### src/rtl/fpm_pkg.sv
package fpm_pkg;
  localparam int EXP_W   = 8;
  localparam int FRAC_W  = 23;
  localparam int DATA_W  = 1 + EXP_W + FRAC_W;
  localparam int MANT_W  = FRAC_W + 1;
  localparam int PROD_W  = 2 * MANT_W;
  localparam int BIAS    = (1 << (EXP_W - 1)) - 1;
  localparam int EXP_MAX = (1 << EXP_W) - 1;
  localparam int OP_W    = 4;
  localparam int ADDR_W  = 2;
  localparam int LAT     = MANT_W + 1;

  localparam logic [OP_W-1:0]   OP_MUL    = OP_W'(1);
  localparam logic [ADDR_W-1:0] ADDR_OPA  = ADDR_W'(0);
  localparam logic [ADDR_W-1:0] ADDR_OPB  = ADDR_W'(1);
  localparam logic [ADDR_W-1:0] ADDR_CMD  = ADDR_W'(2);
  localparam logic [ADDR_W-1:0] ADDR_RES  = ADDR_W'(3);

  localparam logic [DATA_W-1:0] QNAN =
    {1'b0, {EXP_W{1'b1}}, 1'b1, {(FRAC_W-1){1'b0}}};

  typedef struct packed {
    logic             sign;
    logic [EXP_W-1:0] exp;
    logic [FRAC_W-1:0] frac;
  } fp_t;

  typedef struct packed {
    logic zero;
    logic inf;
    logic nan;
  } fp_class_t;
endpackage

### src/rtl/fpm_classify.sv
module fpm_classify
  import fpm_pkg::*;
(
  input  logic [DATA_W-1:0] val_i,
  output fp_class_t         cls_o,
  output logic              sign_o,
  output logic [EXP_W-1:0]  exp_o,
  output logic [MANT_W-1:0] mant_o
);
  fp_t  f;
  logic exp_ones, exp_zero, frac_nz;

  assign f        = fp_t'(val_i);
  assign exp_ones = &f.exp;
  assign exp_zero = ~|f.exp;
  assign frac_nz  = |f.frac;

  // subnormals flush to zero
  assign cls_o.zero = exp_zero;
  assign cls_o.inf  = exp_ones & ~frac_nz;
  assign cls_o.nan  = exp_ones & frac_nz;
  assign sign_o     = f.sign;
  assign exp_o      = f.exp;
  assign mant_o     = {~exp_zero, f.frac};
endmodule

### src/rtl/fpm_pack.sv
module fpm_pack
  import fpm_pkg::*;
(
  input  logic [PROD_W-1:0] prod_i,
  input  logic [EXP_W:0]    esum_i,
  input  logic              sign_i,
  input  fp_class_t         cls_a_i,
  input  fp_class_t         cls_b_i,
  input  logic              op_mul_i,
  output logic [DATA_W-1:0] res_o
);
  localparam int EW = EXP_W + 2;
  localparam logic signed [EW-1:0] BIAS_S = EW'(BIAS);
  localparam logic signed [EW-1:0] EMAX_S = EW'(EXP_MAX);

  logic              lead;
  logic [FRAC_W-1:0] frac;
  logic signed [EW-1:0] e;
  logic any_nan, zero_inf, any_inf, any_zero;

  always_comb begin
    lead     = prod_i[PROD_W-1];
    frac     = lead ? prod_i[PROD_W-2 -: FRAC_W] : prod_i[PROD_W-3 -: FRAC_W];
    e        = $signed({1'b0, esum_i}) - BIAS_S + $signed({{(EW-1){1'b0}}, lead});
    any_nan  = cls_a_i.nan | cls_b_i.nan;
    zero_inf = (cls_a_i.zero & cls_b_i.inf) | (cls_a_i.inf & cls_b_i.zero);
    any_inf  = cls_a_i.inf | cls_b_i.inf;
    any_zero = cls_a_i.zero | cls_b_i.zero;

    if (!op_mul_i || any_nan || zero_inf)
      res_o = QNAN;
    else if (any_inf)
      res_o = {sign_i, {EXP_W{1'b1}}, {FRAC_W{1'b0}}};
    else if (any_zero)
      res_o = {sign_i, {(DATA_W-1){1'b0}}};
    else if (e >= EMAX_S)
      res_o = {sign_i, {EXP_W{1'b1}}, {FRAC_W{1'b0}}};
    else if (e <= 0)
      res_o = {sign_i, {(DATA_W-1){1'b0}}};
    else
      res_o = {sign_i, e[EXP_W-1:0], frac};
  end

  // every NaN leaving the block is the canonical quiet NaN
  always_comb begin
    p_nan_canonical_r9: assert (!((&res_o[DATA_W-2 -: EXP_W]) && (|res_o[FRAC_W-1:0]))
                                || res_o == QNAN);
  end
endmodule

### src/rtl/fpm_mul_core.sv
module fpm_mul_core
  import fpm_pkg::*;
(
  input  logic              clk_i,
  input  logic              rst_ni,
  input  logic              start_i,
  input  logic [DATA_W-1:0] a_i,
  input  logic [DATA_W-1:0] b_i,
  input  logic [OP_W-1:0]   op_i,
  output logic              done_o,
  output logic [DATA_W-1:0] res_o
);
  localparam int CNT_W = $clog2(MANT_W);

  logic [DATA_W-1:0] opnd   [2];
  fp_class_t         cls    [2];
  logic              sgn    [2];
  logic [EXP_W-1:0]  expo   [2];
  logic [MANT_W-1:0] mant   [2];

  assign opnd[0] = a_i;
  assign opnd[1] = b_i;

  for (genvar i = 0; i < 2; i++) begin : g_cls
    fpm_classify u_cls (
      .val_i  (opnd[i]),
      .cls_o  (cls[i]),
      .sign_o (sgn[i]),
      .exp_o  (expo[i]),
      .mant_o (mant[i])
    );
  end

  fp_class_t         cls_a_q, cls_b_q;
  logic              sign_q, op_mul_q, iter_q, pack_q;
  logic [EXP_W:0]    esum_q;
  logic [MANT_W-1:0] mcand_q, hi_q, lo_q;
  logic [CNT_W-1:0]  cnt_q;
  logic [MANT_W:0]   sum;

  assign sum = {1'b0, hi_q} + (lo_q[0] ? {1'b0, mcand_q} : '0);

  always_ff @(posedge clk_i or negedge rst_ni) begin
    if (!rst_ni) begin
      cls_a_q  <= '0;
      cls_b_q  <= '0;
      sign_q   <= 1'b0;
      op_mul_q <= 1'b0;
      iter_q   <= 1'b0;
      pack_q   <= 1'b0;
      esum_q   <= '0;
      mcand_q  <= '0;
      hi_q     <= '0;
      lo_q     <= '0;
      cnt_q    <= '0;
    end else begin
      pack_q <= 1'b0;
      if (start_i) begin
        cls_a_q  <= cls[0];
        cls_b_q  <= cls[1];
        sign_q   <= sgn[0] ^ sgn[1];
        op_mul_q <= (op_i == OP_MUL);
        esum_q   <= {1'b0, expo[0]} + {1'b0, expo[1]};
        mcand_q  <= mant[0];
        lo_q     <= mant[1];
        hi_q     <= '0;
        cnt_q    <= '0;
        iter_q   <= 1'b1;
      end else if (iter_q) begin
        // one partial product per clock, fixed count
        hi_q  <= sum[MANT_W:1];
        lo_q  <= {sum[0], lo_q[MANT_W-1:1]};
        cnt_q <= cnt_q + 1'b1;
        if (cnt_q == CNT_W'(MANT_W-1)) begin
          iter_q <= 1'b0;
          pack_q <= 1'b1;
        end
      end
    end
  end

  fpm_pack u_pack (
    .prod_i   ({hi_q, lo_q}),
    .esum_i   (esum_q),
    .sign_i   (sign_q),
    .cls_a_i  (cls_a_q),
    .cls_b_i  (cls_b_q),
    .op_mul_i (op_mul_q),
    .res_o    (res_o)
  );

  assign done_o = pack_q;

  logic special_q;
  assign special_q = |{cls_a_q, cls_b_q};

  // product of two normal significands lies in [1,4)
  p_lead_one_r5: assert property (@(posedge clk_i) disable iff (!rst_ni)
    (pack_q && !special_q) |-> (hi_q[MANT_W-1] | hi_q[MANT_W-2]));

  // non-multiply codes resolve to quiet NaN
  p_badop_nan_r10: assert property (@(posedge clk_i) disable iff (!rst_ni)
    (pack_q && !op_mul_q) |-> (res_o == QNAN));

  p_iter_pack_excl_r4: assert property (@(posedge clk_i) disable iff (!rst_ni)
    !(iter_q && pack_q));
endmodule

### src/rtl/fpm_copro.sv
module fpm_copro
  import fpm_pkg::*;
(
  input  logic              clk_i,
  input  logic              rst_ni,
  input  logic              we_i,
  input  logic              re_i,
  input  logic [ADDR_W-1:0] addr_i,
  input  logic [DATA_W-1:0] wdata_i,
  output logic [DATA_W-1:0] rdata_o
);
  localparam int LAT_W = $clog2(LAT + 2);

  logic [DATA_W-1:0] op_a_q, op_b_q, result_q, rdata_q, core_res;
  logic              ready_q, start, core_done;
  logic [DATA_W-1:0] rd_mux;

  assign start = we_i && (addr_i == ADDR_CMD) && ready_q;

  always_ff @(posedge clk_i or negedge rst_ni) begin
    if (!rst_ni) begin
      op_a_q <= '0;
      op_b_q <= '0;
    end else if (we_i) begin
      if (addr_i == ADDR_OPA) op_a_q <= wdata_i;
      if (addr_i == ADDR_OPB) op_b_q <= wdata_i;
    end
  end

  always_ff @(posedge clk_i or negedge rst_ni) begin
    if (!rst_ni) begin
      ready_q  <= 1'b1;
      result_q <= '0;
    end else if (start) begin
      ready_q  <= 1'b0;
    end else if (core_done) begin
      ready_q  <= 1'b1;
      result_q <= core_res;
    end
  end

  fpm_mul_core u_core (
    .clk_i   (clk_i),
    .rst_ni  (rst_ni),
    .start_i (start),
    .a_i     (op_a_q),
    .b_i     (op_b_q),
    .op_i    (wdata_i[OP_W-1:0]),
    .done_o  (core_done),
    .res_o   (core_res)
  );

  always_comb begin
    unique case (addr_i)
      ADDR_OPA: rd_mux = op_a_q;
      ADDR_OPB: rd_mux = op_b_q;
      ADDR_CMD: rd_mux = {{(DATA_W-1){1'b0}}, ready_q};
      default:  rd_mux = result_q;
    endcase
  end

  always_ff @(posedge clk_i or negedge rst_ni) begin
    if (!rst_ni)   rdata_q <= '0;
    else if (re_i) rdata_q <= rd_mux;
  end

  assign rdata_o = rdata_q;

  // latency tracker for the fixed-delay check
  logic [LAT_W-1:0] busy_cnt;
  always_ff @(posedge clk_i or negedge rst_ni) begin
    if (!rst_ni)                                 busy_cnt <= '0;
    else if (start)                              busy_cnt <= '0;
    else if (!ready_q && busy_cnt != '1)         busy_cnt <= busy_cnt + 1'b1;
  end

  p_start_clears_ready_r3: assert property (@(posedge clk_i) disable iff (!rst_ni)
    start |=> !ready_q);

  p_fixed_latency_r4: assert property (@(posedge clk_i) disable iff (!rst_ni)
    $rose(ready_q) |-> (busy_cnt == LAT_W'(LAT)));

  p_done_sets_ready_r4: assert property (@(posedge clk_i) disable iff (!rst_ni)
    core_done |=> ready_q);

  p_busy_cmd_ignored_r11: assert property (@(posedge clk_i) disable iff (!rst_ni)
    (we_i && addr_i == ADDR_CMD && !ready_q && !core_done) |=> !ready_q);

  p_result_hold_r12: assert property (@(posedge clk_i) disable iff (!rst_ni)
    !ready_q |=> (ready_q || $stable(result_q)));
endmodule

### config.mk
export PLATFORM = sky130hd
export DESIGN_NAME = fpm_copro
export DESIGN_NICKNAME = d
export VERILOG_FILES = /design/src/rtl/fpm_pkg.sv /design/src/rtl/fpm_classify.sv /design/src/rtl/fpm_pack.sv /design/src/rtl/fpm_mul_core.sv /design/src/rtl/fpm_copro.sv
export SDC_FILE = /design/constraint.sdc
export NUM_CORES = 1
export LEC_CHECK = 0
export BUFFER_PORTS_ARGS = -buffer_cell sky130_fd_sc_hd__buf_2
export CORE_AREA = 3 3 219 200
export DETAILED_ROUTE_END_ITERATION = 10
export DIE_AREA = 0 0 222 203
export GPL_TIMING_DRIVEN = 0
export SLEW_MARGIN = 10
export SYNTH_ARGS = -nofsm -noshare
export SYNTH_HDL_FRONTEND = slang
export SYNTH_SLANG_ARGS = --single-unit
### constraint.sdc
create_clock -name clk_i -period 7.6 [get_ports clk_i]
set_input_delay 0.76 -clock clk_i [delete_from_list [all_inputs] [get_ports clk_i]]
set_output_delay 0.76 -clock clk_i [all_outputs]
set_load 0.03 [all_outputs]
==> results of run 1 <==
## final cells by class
cell class	count	share of cell area
Clock inverter	8	0.008778
Buffer	61	0.01737
Multi-Input combinational cell	833	0.4191
Timing Repair Buffer	68	0.02920
Sequential cell	225	0.4159
Inverter	17	0.004713
Tap cell	547	0.05055
Clock buffer	36	0.05443
## cell usage after synthesis (3+ instances only)
| library cell | number |
|---|---|
| dfrtp_1 | 224 |
| nand3_1 | 19 |
| a21oi_1 | 59 |
| a211o_1 | 3 |
| o21ai_0 | 76 |
| ha_1 | 35 |
| mux2_2 | 95 |
| or3_1 | 10 |
| a31oi_1 | 3 |
| a21boi_0 | 4 |
| a221o_1 | 4 |
| nor4_1 | 17 |
| nor3_1 | 9 |
| buf_1 | 8 |
| o31ai_1 | 5 |
| nand3b_1 | 4 |
| a311o_1 | 3 |
| a211oi_1 | 4 |
| clkbuf_1 | 48 |
| a22oi_1 | 34 |
| xnor2_1 | 16 |
| inv_1 | 16 |
| nand2_1 | 161 |
| o211ai_1 | 3 |
| o21a_1 | 4 |
| mux2i_1 | 58 |
| nor2_1 | 91 |
| and2_1 | 30 |
| xor2_1 | 6 |
| nand4_1 | 15 |
| nor4b_1 | 3 |
| buf_2 | 5 |
| a21o_1 | 16 |
## metrics by stage
step | util | setup slack (ns) | instances
after floorplan | - | 4.819 | 1136
final | 0.3250 | 4.210 | 1795
after CTS | 0.3250 | 4.216 | 1795
after global routing | 0.3250 | 3.853 | 1795
after global placement | 0.3029 | 1.703 | 1749
after detailed placement | 0.3045 | 3.965 | 1751
## cell families (layout without fill, tap and decap cells)
| logic type | Yosys count | in the layout |
|---|---|---|
| AO/OA/AOI/OAI | 243 | 243 |
| XOR/XNOR | 22 | 22 |
| adder cells (fa/ha/maj) | 37 | 37 |
| buffers and inverters | 78 | 190 |
| flip-flops | 225 | 225 |
| multiplexers | 154 | 154 |
| AND/OR/NAND/NOR | 377 | 377 |
## sequential cells by signal (all words and copies together) (netlist names), 3 cells and up
signal	flops
u_core.mcand_q	24
u_core.hi_q	24
u_core.esum_q	9
rdata_o	32
u_core.lo_q	24
u_core.cls_a_q	3
op_b_q	32
op_a_q	32
u_core.cls_b_q	3
result_q	32
u_core.cnt_q	5
## worst reg2reg max path, cell delays in order (launching register included)
cell and delay, ns:
dfrtp_1 0.49, clkbuf_1 0.41, and2_1 0.22, ha_1 0.30, and4_1 0.28, a31o_2 0.25
a221o_1 0.28, a21oi_1 0.32, o21ai_0 0.18, nor4b_1 0.18, a311o_1 0.34
## power by group
| group | internal, mW | switching (mW) | leakage, nW |
|---|---|---|---|
| registers | 1.55 | 0.344 | 2.78 |
| clock network | 0.771 | 0.497 | 0.425 |
| logic | 0.748 | 0.973 | 2.82 |
| total | 3.07 | 1.81 | 6.02 |
## final timing paths
check / cells past startpoint / end / slack [ns]
min in group clk_i: 3 / op_a_q[24] / 0.46
max in group asynchronous: 3 / op_b_q[26] / 6.27
setup reg to reg: 10 / u_core.hi_q[22] / 4.21
hold reg to reg: 2 / u_core.mcand_q[0] / 0.47
setup / recovery: 10 / u_core.hi_q[22] / 4.21
hold / removal: 1 / rdata_o[18] / 0.05
## per-layer routing
| metal | part of all wire | wire, um | track usage | vias up |
|---|---|---|---|---|
| li1 | - | - | - | 4256 |
| met1 | 0.48 | 16130 | 0.2194 | 4580 |
| met2 | 0.44 | 14810 | 0.2268 | 254 |
| met3 | 0.058 | 1948 | 0.02559 | 49 |
| met4 | 0.017 | 570 | 0.02399 | 0 |
| met5 | 0 | 0 | 0 | - |
==> impl_metrics.env, run 1 <==
export IMPL_ctsResizeCount=0
export IMPL_fin_crit_ns=3.390
export IMPL_setup_worst_path_end_class="register"
export IMPL_critPathKind="register to register"
export IMPL_cts_hold_buf=0
export IMPL_slew_headroom=0.4265
export IMPL_syn_inst=1136
export IMPL_cts_reportedPaths_clkPinSlew_ns=0.07
export IMPL_synth_area_mux_share=0.1442
export IMPL_cts_path_max_buffers=3
export IMPL_synth_xor_area_frac=0.01660
export IMPL_yosysTopAreaCellShare=0.4830
export IMPL_synthSimpleGateAreaFrac=0.1508
export IMPL_grt_pass1_vias=9228
export IMPL_finalSetupViolations=0
export IMPL_fp_dieW_um=222
export IMPL_crit_fanout=10
export IMPL_cts_buffers=24
export IMPL_synthArstFlopShare=1.000
export IMPL_synth_yosys_seq_area_share=0.4853
export IMPL_routedWlPerCell_um=18.64
export IMPL_start_util=0.2785
export IMPL_final_common_cell="dfrtp_1"
export IMPL_postCtsSetupBuffers=0
export IMPL_leakage_nw=6.023
export IMPL_viasPerCell=5.091
export IMPL_dieHeight_um=203
export IMPL_period_share=0.4461
export IMPL_synth_compound_area_frac=0.1362
export IMPL_max_cap_viol_count=0
export IMPL_syn_to_final_growth_pct=16.68
export IMPL_finalHoldViolCount=0
export IMPL_synth_adder_area_share=0.04119
export IMPL_diodes=0
export IMPL_hp_class="input pin to async pin"
export IMPL_cts_tree="done"
export IMPL_status="complete, no violations"
export IMPL_cts_htree_levels=1
export IMPL_total_power_mw=4.888
export IMPL_synth_area_top_cells="dfrtp_1 48%, mux2_2 9.2%, nand2_1 5.2%, mux2i_1 5.0%, ha_1 3.8%"
export IMPL_rows=71
export IMPL_layout_drive_gt1_share=0.1787
export IMPL_crit_chain="clkbuf_1, and2_1, ha_1, and4_1, a31o_2, a221o_1, a21oi_1, o21ai_0, nor4b_1, a311o_1"
export IMPL_grt_pass1_wl_um=53420
export IMPL_yosys_warnings=0
export IMPL_report_final_slew_viol_count=0
export IMPL_cts_root_buf="clkbuf_16"
export IMPL_crit_slowest_cell="dfrtp_1"
export IMPL_synth_top_family_by_area="simple AND/OR/NAND/NOR gates"
export IMPL_drt_total_wl_um=33460
export IMPL_grt_overflow=0
export IMPL_required_ns=8.00
export IMPL_cp_slowest_stage_delay_ns=0.49
export IMPL_antenna_found_initial=0
export IMPL_dr_pass1_iters=5
export IMPL_regArea_um2=5632
export IMPL_syn_nets=1211
export IMPL_critPathLaunchType="register"
export IMPL_path_delay_family="compound AO/OA/AOI/OAI gates"
export IMPL_synth_largest_area_cell="dfrtp_1"
export IMPL_gp_congestion=0.8604
export IMPL_crit_start="u_core.lo_q[0]"
export IMPL_worstMarginPinSlew_ns=0.8603
export IMPL_io_buffer_count=66
export IMPL_dieArea_um2=45070
export IMPL_layout_common_cells="224 x dfrtp_1, 161 x nand2_1, 95 x mux2_2"
export IMPL_grt_max_degree=109
export IMPL_synth_cell_types=68
export IMPL_cts_sinks=225
export IMPL_fin_tns_setup_ns=0
export IMPL_multiInputGateArea_um2=5674
export IMPL_r2r_start="u_core.lo_q[0]"
export IMPL_fin_worst_hold_slack_ns=0.05428
export IMPL_insertion_delay_ns=0.53
export IMPL_design_core_area_um2=41660
export IMPL_vdd_ir_drop_max_uv=176.3
export IMPL_fill_cells=4222
export IMPL_dpl_cell_area_um2=12680
export IMPL_ys_seq_elements=225
export IMPL_drc=0
export IMPL_timing_fmax_mhz=295.0
export IMPL_crit_buf_inv=1
export IMPL_ios=70
export IMPL_final_antenna_net_count=0
export IMPL_ys_flop_type="dfrtp_1"
export IMPL_syn_avg_cell_area_um2=10.22
export IMPL_dp_hpwl_um=24990
export IMPL_cp_arrival_ns=3.79
export IMPL_final_area_um2=13540
export IMPL_syn_area_um2=11600
export IMPL_drtIter0Drc=775
export IMPL_grt_usage=0.1470
export IMPL_nets=1305
export IMPL_synth_edf_count=0
export IMPL_vias=9139
export IMPL_pwr_density_cell_nw_per_um2=361.0
export IMPL_clock_skew_ns=0.01620
export IMPL_rsz0062_at_grt="false"
Power figures use the tool's default switching activity.
==> inputs of run 2 (changes only) <==
==> constraint.sdc (replaced) <==
create_clock -name clk_i -period 3.3 [get_ports clk_i]
set_input_delay 0.33 -clock clk_i [delete_from_list [all_inputs] [get_ports clk_i]]
set_output_delay 0.33 -clock clk_i [all_outputs]
set_load 0.03 [all_outputs]
==> run 2 against run 1 <==
Sequential share of layout area decreased by 0.17 points; global-route usage unchanged; utilization rose by 0.14 points; clock power grew 130%; largest cell class unchanged; worst setup slack worse by 4.0 ns; die area stayed put; sequential power increased by 130%; register-to-register slack worse by 4.0 ns.
==> impl_metrics.env, run 2 (synthesized netlist as in run 1, its figures left out) <==
export IMPL_required_ns=3.70
export IMPL_diodes=0
export IMPL_routedWlPerCell_um=18.64
export IMPL_critPathKind="register to register"
export IMPL_cts_reportedPaths_clkPinSlew_ns=0.07
export IMPL_layout_drive_gt1_share=0.1873
export IMPL_fin_tns_setup_ns=0
export IMPL_vias=9110
export IMPL_multiInputGateArea_um2=5713
export IMPL_cts_buffers=24
export IMPL_ios=70
export IMPL_cts_tree="done"
export IMPL_syn_to_final_growth_pct=17.20
export IMPL_cts_htree_levels=1
export IMPL_pwr_density_cell_nw_per_um2=831.1
export IMPL_period_share=0.9471
export IMPL_r2r_start="u_core.lo_q[0]"
export IMPL_cp_slowest_stage_delay_ns=0.47
export IMPL_crit_fanout=10
export IMPL_max_cap_viol_count=0
export IMPL_fin_crit_ns=3.125
export IMPL_drt_total_wl_um=33470
export IMPL_critPathLaunchType="register"
export IMPL_cp_arrival_ns=3.53
export IMPL_crit_start="u_core.lo_q[0]"
export IMPL_worstMarginPinSlew_ns=0.8744
export IMPL_cts_sinks=225
export IMPL_viasPerCell=5.072
export IMPL_crit_slowest_cell="dfrtp_2"
export IMPL_report_final_slew_viol_count=0
export IMPL_status="complete, no violations"
export IMPL_dieHeight_um=203
export IMPL_final_antenna_net_count=0
export IMPL_layout_common_cells="222 x dfrtp_1, 161 x nand2_1, 95 x mux2_2"
export IMPL_grt_max_degree=109
export IMPL_hp_class="input pin to register"
export IMPL_start_util=0.2785
export IMPL_regArea_um2=5634
export IMPL_rows=71
export IMPL_setup_worst_path_end_class="register"
export IMPL_nets=1306
export IMPL_crit_chain="clkbuf_2, and2_1, ha_1, a21o_1, a221oi_4, nor3b_2, o211ai_1, and2_1, clkbuf_4, o21ai_0, a221o_1"
export IMPL_grt_pass1_vias=9236
export IMPL_finalSetupViolations=0
export IMPL_total_power_mw=11.30
export IMPL_dr_pass1_iters=5
export IMPL_fill_cells=4222
export IMPL_endpoint="u_core.hi_q[17]"
export IMPL_grt_usage=0.1470
export IMPL_r2r_slack_ns=0.17
export IMPL_worstHoldPathCells=3
export IMPL_final_common_cell="dfrtp_1"
export IMPL_grt_overflow=0
export IMPL_dpl_cell_area_um2=12680
export IMPL_timing_fmax_mhz=320.0
export IMPL_drtIter0Drc=759
export IMPL_grt_pass1_wl_um=53430
export IMPL_cts_path_max_buffers=3
export IMPL_crit_top_cell="and2_1"
export IMPL_final_area_um2=13600
export IMPL_rsz0062_at_grt="false"
export IMPL_vdd_ir_drop_max_uv=399.7
export IMPL_insertion_delay_ns=0.53
export IMPL_cp_num_cells=11
export IMPL_dieArea_um2=45070
export IMPL_finalHoldViolCount=0
export IMPL_design_core_area_um2=41660
export IMPL_clock_skew_ns=0.01851
export IMPL_drc=0
export IMPL_crit_buf_inv=2
export IMPL_leakage_nw=6.038
export IMPL_cts_root_buf="clkbuf_16"
export IMPL_antenna_found_initial=0
export IMPL_r2r_cells=11
export IMPL_path_delay_family="compound AO/OA/AOI/OAI gates"
export IMPL_reg2reg_to="u_core.hi_q[17]"
export IMPL_slew_headroom=0.4171
export IMPL_gp_congestion=0.8604
export IMPL_fp_dieW_um=222
export IMPL_io_buffer_count=66
export IMPL_dp_hpwl_um=24990
run 2: changes by cell type in the layout (fill, tap and decap cells not counted), moves of 2 or more:
cell / change
dfrtp_1: -2
clkbuf_1: -3
clkbuf_2: +2
dfrtp_2: +2
run 2: layout make-up:
| type | instances | share of cell area |
|---|---|---|
| tap | 547 | 0.05032 |
| multi-input combinational | 833 | 0.4201 |
| inverter | 17 | 0.004692 |
| sequential | 225 | 0.4143 |
| timing repair buffer | 70 | 0.03036 |
| clock inverter | 8 | 0.008740 |
| clock buffer | 36 | 0.05419 |
| buffer | 60 | 0.01739 |
run 2: power breakdown:
group          total (mW)  internal, mW  switching, mW
Clock                2.91          1.78           1.14
Combinational        4.01          1.75           2.26
Sequential           4.38          3.58          0.801
Total                11.3          7.11           4.19
run 2: worst register-to-register path, delay by kind of cell, from the launching register on:
| family | cells | cell delay [ns] |
|---|---|---|
| AO/OA/AOI/OAI | 5 | 1.38 |
| flip-flops | 1 | 0.47 |
| AND/OR/NAND/NOR | 3 | 0.46 |
| buffers and inverters | 2 | 0.37 |
| adder cells (fa/ha/maj) | 1 | 0.32 |
run 2: worst min-delay path by stage:
stage                  startpoint            endpoint
2_1_floorplan              rst_ni           op_a_q[0]
3_3_place_gp   u_core.mcand_q[19]  u_core.mcand_q[19]
3_5_place_dp               rst_ni         rdata_o[18]
4_1_cts               wdata_i[24]          op_a_q[24]
5_1_grt                wdata_i[7]           op_b_q[7]
6_report              wdata_i[24]          op_a_q[24]
run 2: what timing repair did:
action | in CTS | in global routing
gates resized for setup | 2 | 11
hold buffers | 1 | 0
setup endpoints to repair | 22 | 25
endpoints found under the hold margin | 19 | 0
pin swaps | 0 | 4
setup buffers | 0 | 1
run 2: routing by layer:
layer	vias to the layer above	global-route usage	part of all wire	routed length [um]
li1	4262	-	-	-
met1	4551	0.2194	0.49	16260
met2	246	0.2268	0.44	14750
met3	51	0.02559	0.056	1877
met4	0	0.02399	0.018	587
met5	-	0	0	0
run 2: through the flow:
| step | worst slack [ns] | hold WS (ns) | utilization | cells |
|---|---|---|---|---|
| 6_report | 0.1747 | 0.03298 | 0.3264 | 1796 |
| 5_1_grt | 0.02212 | 0.03990 | 0.3264 | 1796 |
| 4_1_cts | 0.07165 | 0.01383 | 0.3254 | 1795 |
| 3_5_place_dp | -0.06255 | 0.1702 | 0.3045 | 1751 |
| 3_3_place_gp | -2.167 | 0.4537 | 0.3029 | 1749 |
| 2_1_floorplan | 0.5192 | 0.03441 | - | 1136 |
==> inputs of run 3 (changes only) <==
--- a/config.mk
+++ b/config.mk
@@ -7,9 +7,11 @@
 export LEC_CHECK = 0
 export BUFFER_PORTS_ARGS = -buffer_cell sky130_fd_sc_hd__buf_2
 export CORE_AREA = 3 3 219 200
+export CTS_BUF_LIST = sky130_fd_sc_hd__clkbuf_4
 export DETAILED_ROUTE_END_ITERATION = 10
 export DIE_AREA = 0 0 222 203
 export GPL_TIMING_DRIVEN = 0
+export PLACE_DENSITY = 0.45
 export SLEW_MARGIN = 10
 export SYNTH_ARGS = -nofsm -noshare
 export SYNTH_HDL_FRONTEND = slang
==> run 3 against run 2 <==
Worst hold slack improved by 0.060 ns; sequential share of layout area fell by 1.4 points; clock power rose by 2%; total power rose by 1.8%; critical endpoint is now u_core.hi_q[22]; largest power group unchanged.
==> impl_metrics.env, run 3 (synthesized netlist as in run 1, its figures left out) <==
export IMPL_pwr_share_comb=0.361
export IMPL_dieArea_um2=45070
export IMPL_grt_max_degree=101
export IMPL_worstMarginPinSlew_ns=0.9578
export IMPL_dp_hpwl_um=27370
export IMPL_cts_path_max_buffers=3
export IMPL_final_common_cell="dfrtp_1"
export IMPL_drc=0
export IMPL_final_area_um2=14080
export IMPL_pwr_density_cell_nw_per_um2=817.5
export IMPL_max_cap_viol_count=0
export IMPL_required_ns=3.91
export IMPL_cts_htree_levels=3
export IMPL_grt_pass1_wl_um=58620
export IMPL_cp_slowest_stage_delay_ns=0.49
export IMPL_cp_arrival_ns=3.79
export IMPL_hp_class="input pin to async pin"
export IMPL_dpl_cell_area_um2=12680
export IMPL_grt_overflow=0
export IMPL_crit_fanout=10
export IMPL_report_final_slew_viol_count=0
export IMPL_timing_fmax_mhz=313.9
export IMPL_antenna_found_initial=2
export IMPL_vdd_ir_drop_max_uv=276.7
export IMPL_cts_buffers=66
export IMPL_drt_total_wl_um=37730
export IMPL_setup_worst_path_end_class="register"
export IMPL_layout_common_cells="222 x dfrtp_1, 161 x nand2_1, 108 x clkbuf_4"
export IMPL_viasPerCell=4.963
export IMPL_design_core_area_um2=41660
export IMPL_clock_skew_ns=0.04297
export IMPL_cts_reportedPaths_clkPinSlew_ns=0.07
export IMPL_fin_crit_ns=3.185
export IMPL_vias=9490
export IMPL_ios=70
export IMPL_syn_to_final_growth_pct=21.35
export IMPL_final_antenna_net_count=0
export IMPL_layout_drive_gt1_share=0.2311
export IMPL_swShare=0.3859
export IMPL_rows=71
export IMPL_grt_pass1_vias=9797
export IMPL_critPathKind="register to register"
export IMPL_cts_sinks=225
export IMPL_crit_chain="clkbuf_2, and2_1, ha_1, and4_1, a31o_2, a221o_1, a21oi_4, o21ai_0, nor4b_1, a311o_1"
export IMPL_nets=1390
export IMPL_dieHeight_um=203
export IMPL_reg2reg_to="u_core.hi_q[22]"
export IMPL_insertion_delay_ns=0.76
export IMPL_finalHoldViolCount=0
export IMPL_crit_slowest_cell="dfrtp_2"
export IMPL_slew_headroom=0.3615
export IMPL_drtIter0Drc=635
export IMPL_cts_tree="done"
export IMPL_status="complete, no violations"
export IMPL_fp_dieW_um=222
export IMPL_routedWlPerCell_um=19.73
export IMPL_start_util=0.2785
export IMPL_r2r_start="u_core.lo_q[0]"
export IMPL_grt_usage=0.1683
export IMPL_leakage_nw=6.335
export IMPL_gp_congestion=0.8324
export IMPL_power_share_clock=0.258
export IMPL_cts_root_buf="clkbuf_4"
export IMPL_r2r_slack_ns=0.11
export IMPL_internal_power_mw=7.069
export IMPL_critPathLaunchType="register"
export IMPL_utilization=0.3380
export IMPL_p_seq_frac=0.382
export IMPL_switching_power_mw=4.443
export IMPL_finalSetupViolations=0
export IMPL_dr_pass1_iters=5
export IMPL_io_buffer_count=66
export IMPL_period_share=0.9652
export IMPL_r2r_cells=10
==> run 3: changes by cell type in the layout (fill, tap and decap cells not counted), sizes merged <==
cell         before  now
diode             0    2
clkbuf           84  155
clkinv            6    8
dlygate4sd3       1   34
buf              81   88
clkinvlp          0    1
==> run 3: worst max-delay path: cells and delay by family (launching register included) <==
kind	cells	cell delay (ns)
AND/OR/NAND/NOR	3	0.66
adder cells (fa/ha/maj)	1	0.36
AO/OA/AOI/OAI	5	1.29
buffers and inverters	1	0.24
flip-flops	1	0.49
==> run 3: metrics by stage <==
step | power (mW) | hold slack [ns] | TNS, ns | instances | setup WS (ns)
final | 11.51 | 0.09316 | 0 | 1912 | 0.1147
after global routing | 12.41 | 0.06210 | -0.001167 | 1912 | -0.001167
after CTS | 11.54 | 0.05646 | 0 | 1901 | 0.05802
after detailed placement | 8.438 | 0.2474 | -5.575 | 1751 | -0.2758
after global placement | 8.397 | 0.4567 | -563.57 | 1749 | -2.522
after floorplan | 7.140 | 0.03441 | 0 | 1136 | 0.5192
==> run 3: worst max path at each step <==
stage / start / endpoint / slack (ns) / cells after the start
2_1_floorplan: u_core.lo_q[0] / u_core.hi_q[17] / 0.52 / 11
3_3_place_gp: rst_ni / op_a_q[25] / -2.52 / 1
3_5_place_dp: u_core.hi_q[23] / result_q[17] / -0.28 / 13
4_1_cts: u_core.lo_q[0] / u_core.hi_q[19] / 0.06 / 11
5_1_grt: u_core.lo_q[0] / u_core.hi_q[22] / -0.001 / 10
6_report: u_core.lo_q[0] / u_core.hi_q[22] / 0.11 / 10
==> run 3: layout make-up <==
type                       instances  area [um^2]
inverter                          17        63.81
sequential                       225         5634
clock buffer                     105        788.3
buffer                            60        241.5
antenna                            2        5.005
multi-input combinational        833         5731
clock inverter                    11        123.9
tap                              547        684.4
timing repair buffer             112        810.8
fill                            4361        27580
==> run 3: repair_timing <==
item	in CTS	in global routing
pin swaps	2	5
setup endpoints to repair	34	26
buffers inserted	1	9
hold endpoints to repair	192	0
hold buffers	34	0
gates resized for setup	8	10
==> run 3: per-layer routing <==
metal,share of wire,vias to the layer above,global-route usage
met5,0,-,0
met3,0.051,57,0.04641
met4,0.017,0,0.04021
li1,-,4486,-
met1,0.48,4736,0.2297
met2,0.46,211,0.2661
==> run 3: power by group through the flow <==
stage | logic (mW) | registers (mW) | clock network (mW)
floorplan | 2.94 | 4.20 | 0
global route | 4.67 | 4.50 | 3.23
finish | 4.15 | 4.39 | 2.97
detailed placement | 4.00 | 4.44 | 0
global placement | 3.97 | 4.43 | 0
CTS | 4.08 | 4.40 | 3.06
